===== src/rtl/vtg_pkg.sv =====
package vtg_pkg;
    localparam int VTG_FW = 12;

    localparam int R_CTRL  = 0;
    localparam int R_VCTRL = 1;
    localparam int R_HA    = 2;
    localparam int R_HB    = 3;
    localparam int R_VA    = 4;
    localparam int R_VB    = 5;
    localparam int R_VAE   = 6;
    localparam int R_VBE   = 7;
    localparam int R_IEN   = 8;
    localparam int R_STAT  = 9;
    localparam int R_PIX   = 10;

    typedef logic [VTG_FW-1:0] fld_t;

    typedef struct packed {
        fld_t sync;
        fld_t back;
        fld_t act;
        fld_t front;
    } span_t;

    typedef struct packed {
        span_t h;
        span_t vo;
        span_t ve;
        fld_t  pix;
        logic  il;
    } tcfg_t;

    typedef enum logic [1:0] {PH_SYNC, PH_BACK, PH_ACT, PH_FRONT} phase_t;

    // last count of a segment; zero width behaves as one
    function automatic fld_t seg_last(phase_t p, span_t s);
        fld_t v;
        case (p)
            PH_SYNC: v = s.sync;
            PH_BACK: v = s.back;
            PH_ACT:  v = s.act;
            default: v = s.front;
        endcase
        return (v == '0) ? '0 : v - 1'b1;
    endfunction

    function automatic phase_t ph_next(phase_t p);
        return phase_t'(p + 2'd1);
    endfunction
endpackage


===== src/rtl/vtg_regs.sv =====
module vtg_regs
    import vtg_pkg::*;
#(
    parameter int ADDR_W = 4,
    parameter int DATA_W = 32,
    parameter int HI_LSB = 16
) (
    input  logic              clk,
    input  logic              rst_n,
    input  logic              wr,
    input  logic [ADDR_W-1:0] addr,
    input  logic [DATA_W-1:0] wdata,
    output logic [DATA_W-1:0] rdata,
    input  logic              frame_go,
    input  logic              vfp_evt,
    input  logic              running,
    output tcfg_t             cfg,
    output logic              en,
    output logic              go,
    output logic              flush,
    output logic              sel,
    output logic              stat,
    output logic              irq
);
    localparam int HI_MSB = HI_LSB + VTG_FW - 1;

    typedef struct packed {
        logic  en, fas, wls, sel;
        logic  req, cont, il;
        span_t h, vo, ve;
        fld_t  pix;
        logic  ien, stat, flush;
    } rstate_t;

    rstate_t q, d;
    fld_t    lo, hi;
    int      idx;
    logic    unused_wbits;

    assign lo  = wdata[VTG_FW-1:0];
    assign hi  = wdata[HI_MSB:HI_LSB];
    assign idx = int'(addr);
    assign unused_wbits = ^wdata;

    always_comb begin
        d = q;
        d.flush = frame_go & q.fas;
        if (frame_go && !q.cont) d.req = 1'b0;
        if (wr) begin
            case (idx)
                R_CTRL:  begin
                    d.en = wdata[0]; d.flush = d.flush | wdata[1];
                    d.fas = wdata[2]; d.wls = wdata[3]; d.sel = wdata[4];
                end
                R_VCTRL: begin d.req = wdata[0]; d.cont = wdata[1]; d.il = wdata[2]; end
                R_HA:    begin d.h.sync = lo;  d.h.back = hi;  end
                R_HB:    begin d.h.act = lo;   d.h.front = hi; end
                R_VA:    begin d.vo.sync = lo; d.vo.back = hi; end
                R_VB:    begin d.vo.act = lo;  d.vo.front = hi; end
                R_VAE:   begin d.ve.sync = lo; d.ve.back = hi; end
                R_VBE:   begin d.ve.act = lo;  d.ve.front = hi; end
                R_IEN:   d.ien = wdata[0];
                R_STAT:  if (wdata[0]) d.stat = 1'b0;
                R_PIX:   d.pix = lo;
                default: ;
            endcase
        end
        if (vfp_evt) d.stat = 1'b1;
    end

    always_ff @(posedge clk or negedge rst_n) begin
        if (!rst_n) q <= '0;
        else        q <= d;
    end

    always_comb begin
        rdata = '0;
        case (idx)
            R_CTRL:  rdata[4:0] = {q.sel, q.wls, q.fas, 1'b0, q.en};
            R_VCTRL: rdata[2:0] = {q.il, q.cont, q.req | running};
            R_HA:    begin rdata[VTG_FW-1:0] = q.h.sync;  rdata[HI_MSB:HI_LSB] = q.h.back;  end
            R_HB:    begin rdata[VTG_FW-1:0] = q.h.act;   rdata[HI_MSB:HI_LSB] = q.h.front; end
            R_VA:    begin rdata[VTG_FW-1:0] = q.vo.sync; rdata[HI_MSB:HI_LSB] = q.vo.back; end
            R_VB:    begin rdata[VTG_FW-1:0] = q.vo.act;  rdata[HI_MSB:HI_LSB] = q.vo.front; end
            R_VAE:   begin rdata[VTG_FW-1:0] = q.ve.sync; rdata[HI_MSB:HI_LSB] = q.ve.back; end
            R_VBE:   begin rdata[VTG_FW-1:0] = q.ve.act;  rdata[HI_MSB:HI_LSB] = q.ve.front; end
            R_IEN:   rdata[0] = q.ien;
            R_STAT:  rdata[0] = q.stat;
            R_PIX:   rdata[VTG_FW-1:0] = q.pix;
            default: ;
        endcase
    end

    assign cfg   = '{h: q.h, vo: q.vo, ve: q.ve, pix: q.pix, il: q.il};
    assign en    = q.en;
    assign go    = q.req & q.en;
    assign flush = q.flush;
    assign sel   = q.sel;
    assign stat  = q.stat;
    assign irq   = q.stat & q.ien;
endmodule


===== src/rtl/vtg_engine.sv =====
module vtg_engine
    import vtg_pkg::*;
(
    input  logic  clk,
    input  logic  rst_n,
    input  logic  en,
    input  logic  go,
    input  tcfg_t cfg,
    output logic  frame_go,
    output logic  vfp_evt,
    output logic  running,
    output logic  hsync,
    output logic  vsync,
    output logic  active,
    output logic  field,
    output logic  pix_req,
    output logic  frame_start
);
    typedef struct packed {
        logic   running, field, fs;
        phase_t hph, vph;
        fld_t   hcnt, vcnt;
        tcfg_t  sh;
    } estate_t;

    estate_t q, d;
    span_t   vt;
    logic    h_last, v_last, line_end, field_end, even_next;

    always_comb begin
        vt        = q.field ? q.sh.ve : q.sh.vo;
        h_last    = (q.hcnt == seg_last(q.hph, q.sh.h));
        v_last    = (q.vcnt == seg_last(q.vph, vt));
        line_end  = q.running && h_last && (q.hph == PH_FRONT);
        field_end = line_end && v_last && (q.vph == PH_FRONT);
        vfp_evt   = line_end && v_last && (q.vph == PH_ACT);
        even_next = field_end && q.sh.il && !q.field;
        frame_go  = go && (!q.running || (field_end && !even_next));

        d = q;
        d.fs = 1'b0;
        if (!en) begin
            d.running = 1'b0;
        end else if (q.running) begin
            if (h_last) begin
                d.hcnt = '0;
                d.hph  = ph_next(q.hph);
            end else begin
                d.hcnt = q.hcnt + 1'b1;
            end
            if (line_end) begin
                if (v_last) begin
                    d.vcnt = '0;
                    d.vph  = ph_next(q.vph);
                end else begin
                    d.vcnt = q.vcnt + 1'b1;
                end
            end
            if (field_end) begin
                if (even_next) d.field   = 1'b1;
                else if (!go)  d.running = 1'b0;
            end
        end
        if (frame_go) begin
            d.running = 1'b1;
            d.field   = 1'b0;
            d.hph     = PH_SYNC;
            d.vph     = PH_SYNC;
            d.hcnt    = '0;
            d.vcnt    = '0;
            d.sh      = cfg;
            d.fs      = 1'b1;
        end
    end

    always_ff @(posedge clk or negedge rst_n) begin
        if (!rst_n) q <= '0;
        else        q <= d;
    end

    assign running     = q.running;
    assign hsync       = q.running && (q.hph == PH_SYNC);
    assign vsync       = q.running && (q.vph == PH_SYNC);
    assign active      = q.running && (q.hph == PH_ACT) && (q.vph == PH_ACT);
    assign field       = q.running && q.field;
    assign pix_req     = active && (q.hcnt < q.sh.pix);
    assign frame_start = q.fs;
endmodule


===== src/rtl/vtg_core.sv =====
module vtg_core
    import vtg_pkg::*;
#(
    parameter int ADDR_W = 4,
    parameter int DATA_W = 32,
    parameter int HI_LSB = 16
) (
    input  logic              clk,
    input  logic              rst_n,
    input  logic              bus_wr,
    input  logic [ADDR_W-1:0] bus_addr,
    input  logic [DATA_W-1:0] bus_wdata,
    output logic [DATA_W-1:0] bus_rdata,
    output logic              hsync,
    output logic              vsync,
    output logic              active,
    output logic              field,
    output logic              pix_req,
    output logic              frame_start,
    output logic              fifo_flush,
    output logic              out_sel,
    output logic              irq
);
    tcfg_t cfg;
    logic  ctrl_en, go, frame_go, vfp_evt, running, stat;

    vtg_regs #(.ADDR_W(ADDR_W), .DATA_W(DATA_W), .HI_LSB(HI_LSB)) u_regs (
        .clk(clk), .rst_n(rst_n), .wr(bus_wr), .addr(bus_addr),
        .wdata(bus_wdata), .rdata(bus_rdata), .frame_go(frame_go),
        .vfp_evt(vfp_evt), .running(running), .cfg(cfg), .en(ctrl_en),
        .go(go), .flush(fifo_flush), .sel(out_sel), .stat(stat), .irq(irq)
    );

    vtg_engine u_eng (
        .clk(clk), .rst_n(rst_n), .en(ctrl_en), .go(go), .cfg(cfg),
        .frame_go(frame_go), .vfp_evt(vfp_evt), .running(running),
        .hsync(hsync), .vsync(vsync), .active(active), .field(field),
        .pix_req(pix_req), .frame_start(frame_start)
    );
endmodule


===== config.mk =====
export PLATFORM = sky130hd
export DESIGN_NAME = vtg_core
export DESIGN_NICKNAME = d
export VERILOG_FILES = /design/src/rtl/vtg_pkg.sv /design/src/rtl/vtg_regs.sv /design/src/rtl/vtg_engine.sv /design/src/rtl/vtg_core.sv
export SDC_FILE = /design/constraint.sdc
export NUM_CORES = 1
export LEC_CHECK = 0
export ABC_AREA = 1
export ABC_CLOCK_PERIOD_IN_PS = 6340
export BUFFER_PORTS_ARGS = -buffer_cell sky130_fd_sc_hd__buf_2
export CAP_MARGIN = 20
export CELL_PAD_IN_SITES_DETAIL_PLACEMENT = 1
export CELL_PAD_IN_SITES_GLOBAL_PLACEMENT = 1
export CORE_UTILIZATION = 50
export CTS_CLUSTER_SIZE = 10
export DETAILED_ROUTE_END_ITERATION = 6
export GPL_TIMING_DRIVEN = 1
export PLACE_DENSITY = 0.93
export SLEW_MARGIN = 20
export SYNTH_ARGS = -nofsm -noshare
export SYNTH_HDL_FRONTEND = slang
export SYNTH_SLANG_ARGS = --single-unit

===== constraint.sdc =====
create_clock -name clk -period 6.34 [get_ports clk]
set_input_delay 1.268 -clock clk [delete_from_list [all_inputs] [get_ports clk]]
set_output_delay 1.268 -clock clk [all_outputs]
set_load 0.05 [all_outputs]

==> flow_summary_export.csv <==
group,metric,value,unit
status,status,"completed",
yosys,synth_edf_count,0,
clock_tree,numCtsBuffers,43,
route,drc,0,
floorplan,initial_core_util,50.9,%
clock_tree,path_clk_slew,0.06,ns
yosys,avgSynthCellArea,7.74,um2
route,wire_per_inst,24.3,um
route,firstDrtPassIters,6,
clock_tree,clk_path_buf_depth,3,
placed_design,port-buffer-count,63,
clock_tree,clock_sinks,354,
route,ant_nets,0,
yosys,yosysTopAreaCell,"dfrtp_1",
placed_design,place.gp.congestion,0.908,
yosys,netlist_area,0.0176,mm2
sta,slew_viol_final,0,
sta,final.setup_skew,0.0173,ns
route,drt_wl_total,67500,um
yosys,synthArstFlopShare,100,%
run,cap_violations,0,
global_route,grt_max_degree,171,
hold_path,hp-class,"flop to flop",
clock_tree,hold_buffers,0,
yosys,synth_top_area_share,50.2,%
sta,relSlewSlack,25.6,%
yosys,synthCells,2277,
power_and_ir_drop,power.total,8.59,mW
setup_path,end_kind,"flop",
cells_and_area,fin_nets,2373,
global_route,grt_pass1_wl,104000,um
setup_path,cp.arrival,6.25,ns
yosys,yosysWarnings,0,
floorplan,core,0.0346,mm2
clock_tree,cts_setup_buffers,0,
global_route,overflow,0,
setup_path,criticalPathCategory,"flop to flop",
global_route,antenna_found_initial,1,
sta,fin_crit,5.77,ns
sta,hold_ws,0.481,ns
yosys,synth-seq-cells,354,
sta,setup_viol,0,
floorplan,dieArea,0.0360,mm2
sta,fin_tns_setup,0,ns
clock_tree,cts_tree,"built",
route,vias,17000,
yosys,synth.most_common_cell,"nand2_1",
clock_tree,clockRootBuffer,"clkbuf_16",
sta,fmax,173,MHz
setup_path,worstPathRequired,6.83,ns
yosys,ys_top_cells_by_area,"dfrtp_1 50%, nand2_1 18%, o21ai_0 7.5%, inv_1 5.5%, nor2_1 1.9%",
global_route,grtUsageTotal,38.5,%
floorplan,io_pins,80,
floorplan,rows,68,
yosys,synthFlopType,"dfrtp_1",
sta,worst_pin_slew,1.11,ns
yosys,ys_types,47,
route,drt_iter0_drc,1481,
yosys,ys_seq_area_share,50.2,%
cells_and_area,fill_cells,4281,
placed_design,hpwlAfterDp,42800,um
setup_path,startpoint_type,"flop",
yosys,synth_common_cells,"833 x nand2_1, 354 x dfrtp_1, 263 x o21ai_0",
cells_and_area,syn_to_final_growth,10.6,%
power_and_ir_drop,p_leak,9.93,nW
setup_path,cp_max_fo,83,
sta,fin_crit_sh,91.0,%
route,viasPerCell,6.11,
global_route,first_global_vias,18300,
floorplan,die_h,190,um
sta,rsz0062_at_grt,"no",
power_and_ir_drop,peakVddDrop,0.000241,V
clock_tree,cts.repair.resized,0,
clock_tree,ctsHtreeMaxLevel,2,
power_and_ir_drop,powerDensity,441,mW/mm2
floorplan,die_x,190,um
clock_tree,clock_latency,0.58,ns
sta,hold_viol_final,0,
cells_and_area,drive_gt1_share,7.33,%
-- critical path, cell delays in order, from the launching register on --
cell	delay, ns
dfrtp_1	0.44
inv_1	0.11
ha_1	0.81
nand2_1	0.12
nand2_1	0.13
nor2_1	0.05
nor2_1	0.39
inv_1	0.26
ha_1	0.24
nand2_1	0.07
nor2_1	0.07
nand3_2	0.32
nand3_1	0.12
nand2_1	0.17
nand3_1	0.09
nor2_1	0.09
nand4_1	0.18
nor2_2	0.25
nand4_1	0.21
nand2_1	0.25
nand2_8	0.37
nand2_1	0.22
nand2_1	0.35
o21ai_0	0.30
-- final cells by class --
class / instances / area, um2 / area share (%)
flip-flops and latches: 354 / 8860 / 45.4
multi-input cells: 1554 / 7280 / 37.3
clock buffers: 51 / 1140 / 5.83
inverters: 263 / 987 / 5.06
repair buffers: 92 / 606 / 3.11
well taps: 455 / 569 / 2.92
clock inverters: 5 / 55.1 / 0.282
diodes: 2 / 5.00 / 0.0257
-- final timing paths --
| kind | endpoint | slack (ns) | from | cells past startpoint |
|---|---|---|---|---|
| setup / recovery | u_eng.q[163]$_DFFE_PN0P_ | 0.57 | u_eng.q[184]$_DFFE_PN0P_ | 23 |
| hold / removal | u_regs.cfg[30]$_DFFE_PN0P_ | 0.48 | u_regs.cfg[30]$_DFFE_PN0P_ | 2 |
| setup reg to reg | u_eng.q[163]$_DFFE_PN0P_ | 0.57 | u_eng.q[184]$_DFFE_PN0P_ | 23 |
| hold reg to reg | u_regs.cfg[30]$_DFFE_PN0P_ | 0.48 | u_regs.cfg[30]$_DFFE_PN0P_ | 2 |
| max in group asynchronous | u_regs.cfg[65]$_DFFE_PN0P_ | 4.60 | rst_n | 2 |
| min in group asynchronous | u_eng.q[161]$_DFFE_PN0P_ | 0.52 | rst_n | 1 |
-- routing by layer --
| layer | track usage (%) | up-vias | part of all wire [%] |
|---|---|---|---|
| met3 | 9.56 | 302 | 8.9 |
| met1 | 46.2 | 8462 | 38 |
| li1 | - | 7322 | - |
| met4 | 25.8 | 0 | 6.9 |
| met5 | 0 | - | 0 |
| met2 | 61.4 | 865 | 46 |
-- state kept, by name, indices dropped and copies added, names as in the netlist --
signal	cells
u_eng.frame_start	1
u_eng.q	186
u_regs.sel	1
u_regs.en	1
u_eng.running	1
u_regs.q	5
u_regs.stat	1
u_regs.cfg	157
u_regs.flush	1
-- placed cells by master, fill, tap and decap left out, types with 5 or more instances in the layout --
master     synthesis  routed
buf_4             10      24
o22ai_1           31      31
clkbuf_1          58       5
or2_2              5       5
buf_2             36      62
inv_1            256     256
nor3_1            11      11
nand2_1          833     833
o211ai_1           5       5
o221ai_1          15      15
clkbuf_16          0      43
o21ai_1           45      45
a21oi_1           38      38
xor2_1            11      11
conb_1             1       8
nand4_1           32      32
nor2_1            91      91
o21bai_1           7       7
a221oi_1          24      24
ha_1              26      25
o21ai_0          263     263
dfrtp_1          354     354
buf_12             0       5
nand3_1           65      65
nand3b_1           6       6
-- through the flow --
step           setup slack, ns  instance area, um2  utilization [%]  instances
2_1_floorplan             1.98               17700                -       2284
3_5_place_dp             0.868               18300             52.8       2718
6_report                 0.573               19500             56.3       2776
5_1_grt                  0.234               19500             56.3       2774
3_3_place_gp              1.08               18300             52.8       2718
4_1_cts                  0.718               19500             56.3       2774
-- cell families after synthesis --
group,count (synthesis),share of synthesized area (%)
simple gates,1062,24.2
xor+xnor,13,0.646
fa+ha+maj,26,1.85
buf+inv,376,8.77
flops,354,50.2
compound gates,445,14.2
other cells,1,0.0213
-- report_power, final --
part / internal (mW) / switching, mW
sequential: 2.85 / 0.454
combinational: 0.898 / 2.15
clock: 1.25 / 0.977
No activity file was read; power rests on OpenSTA's default activity.
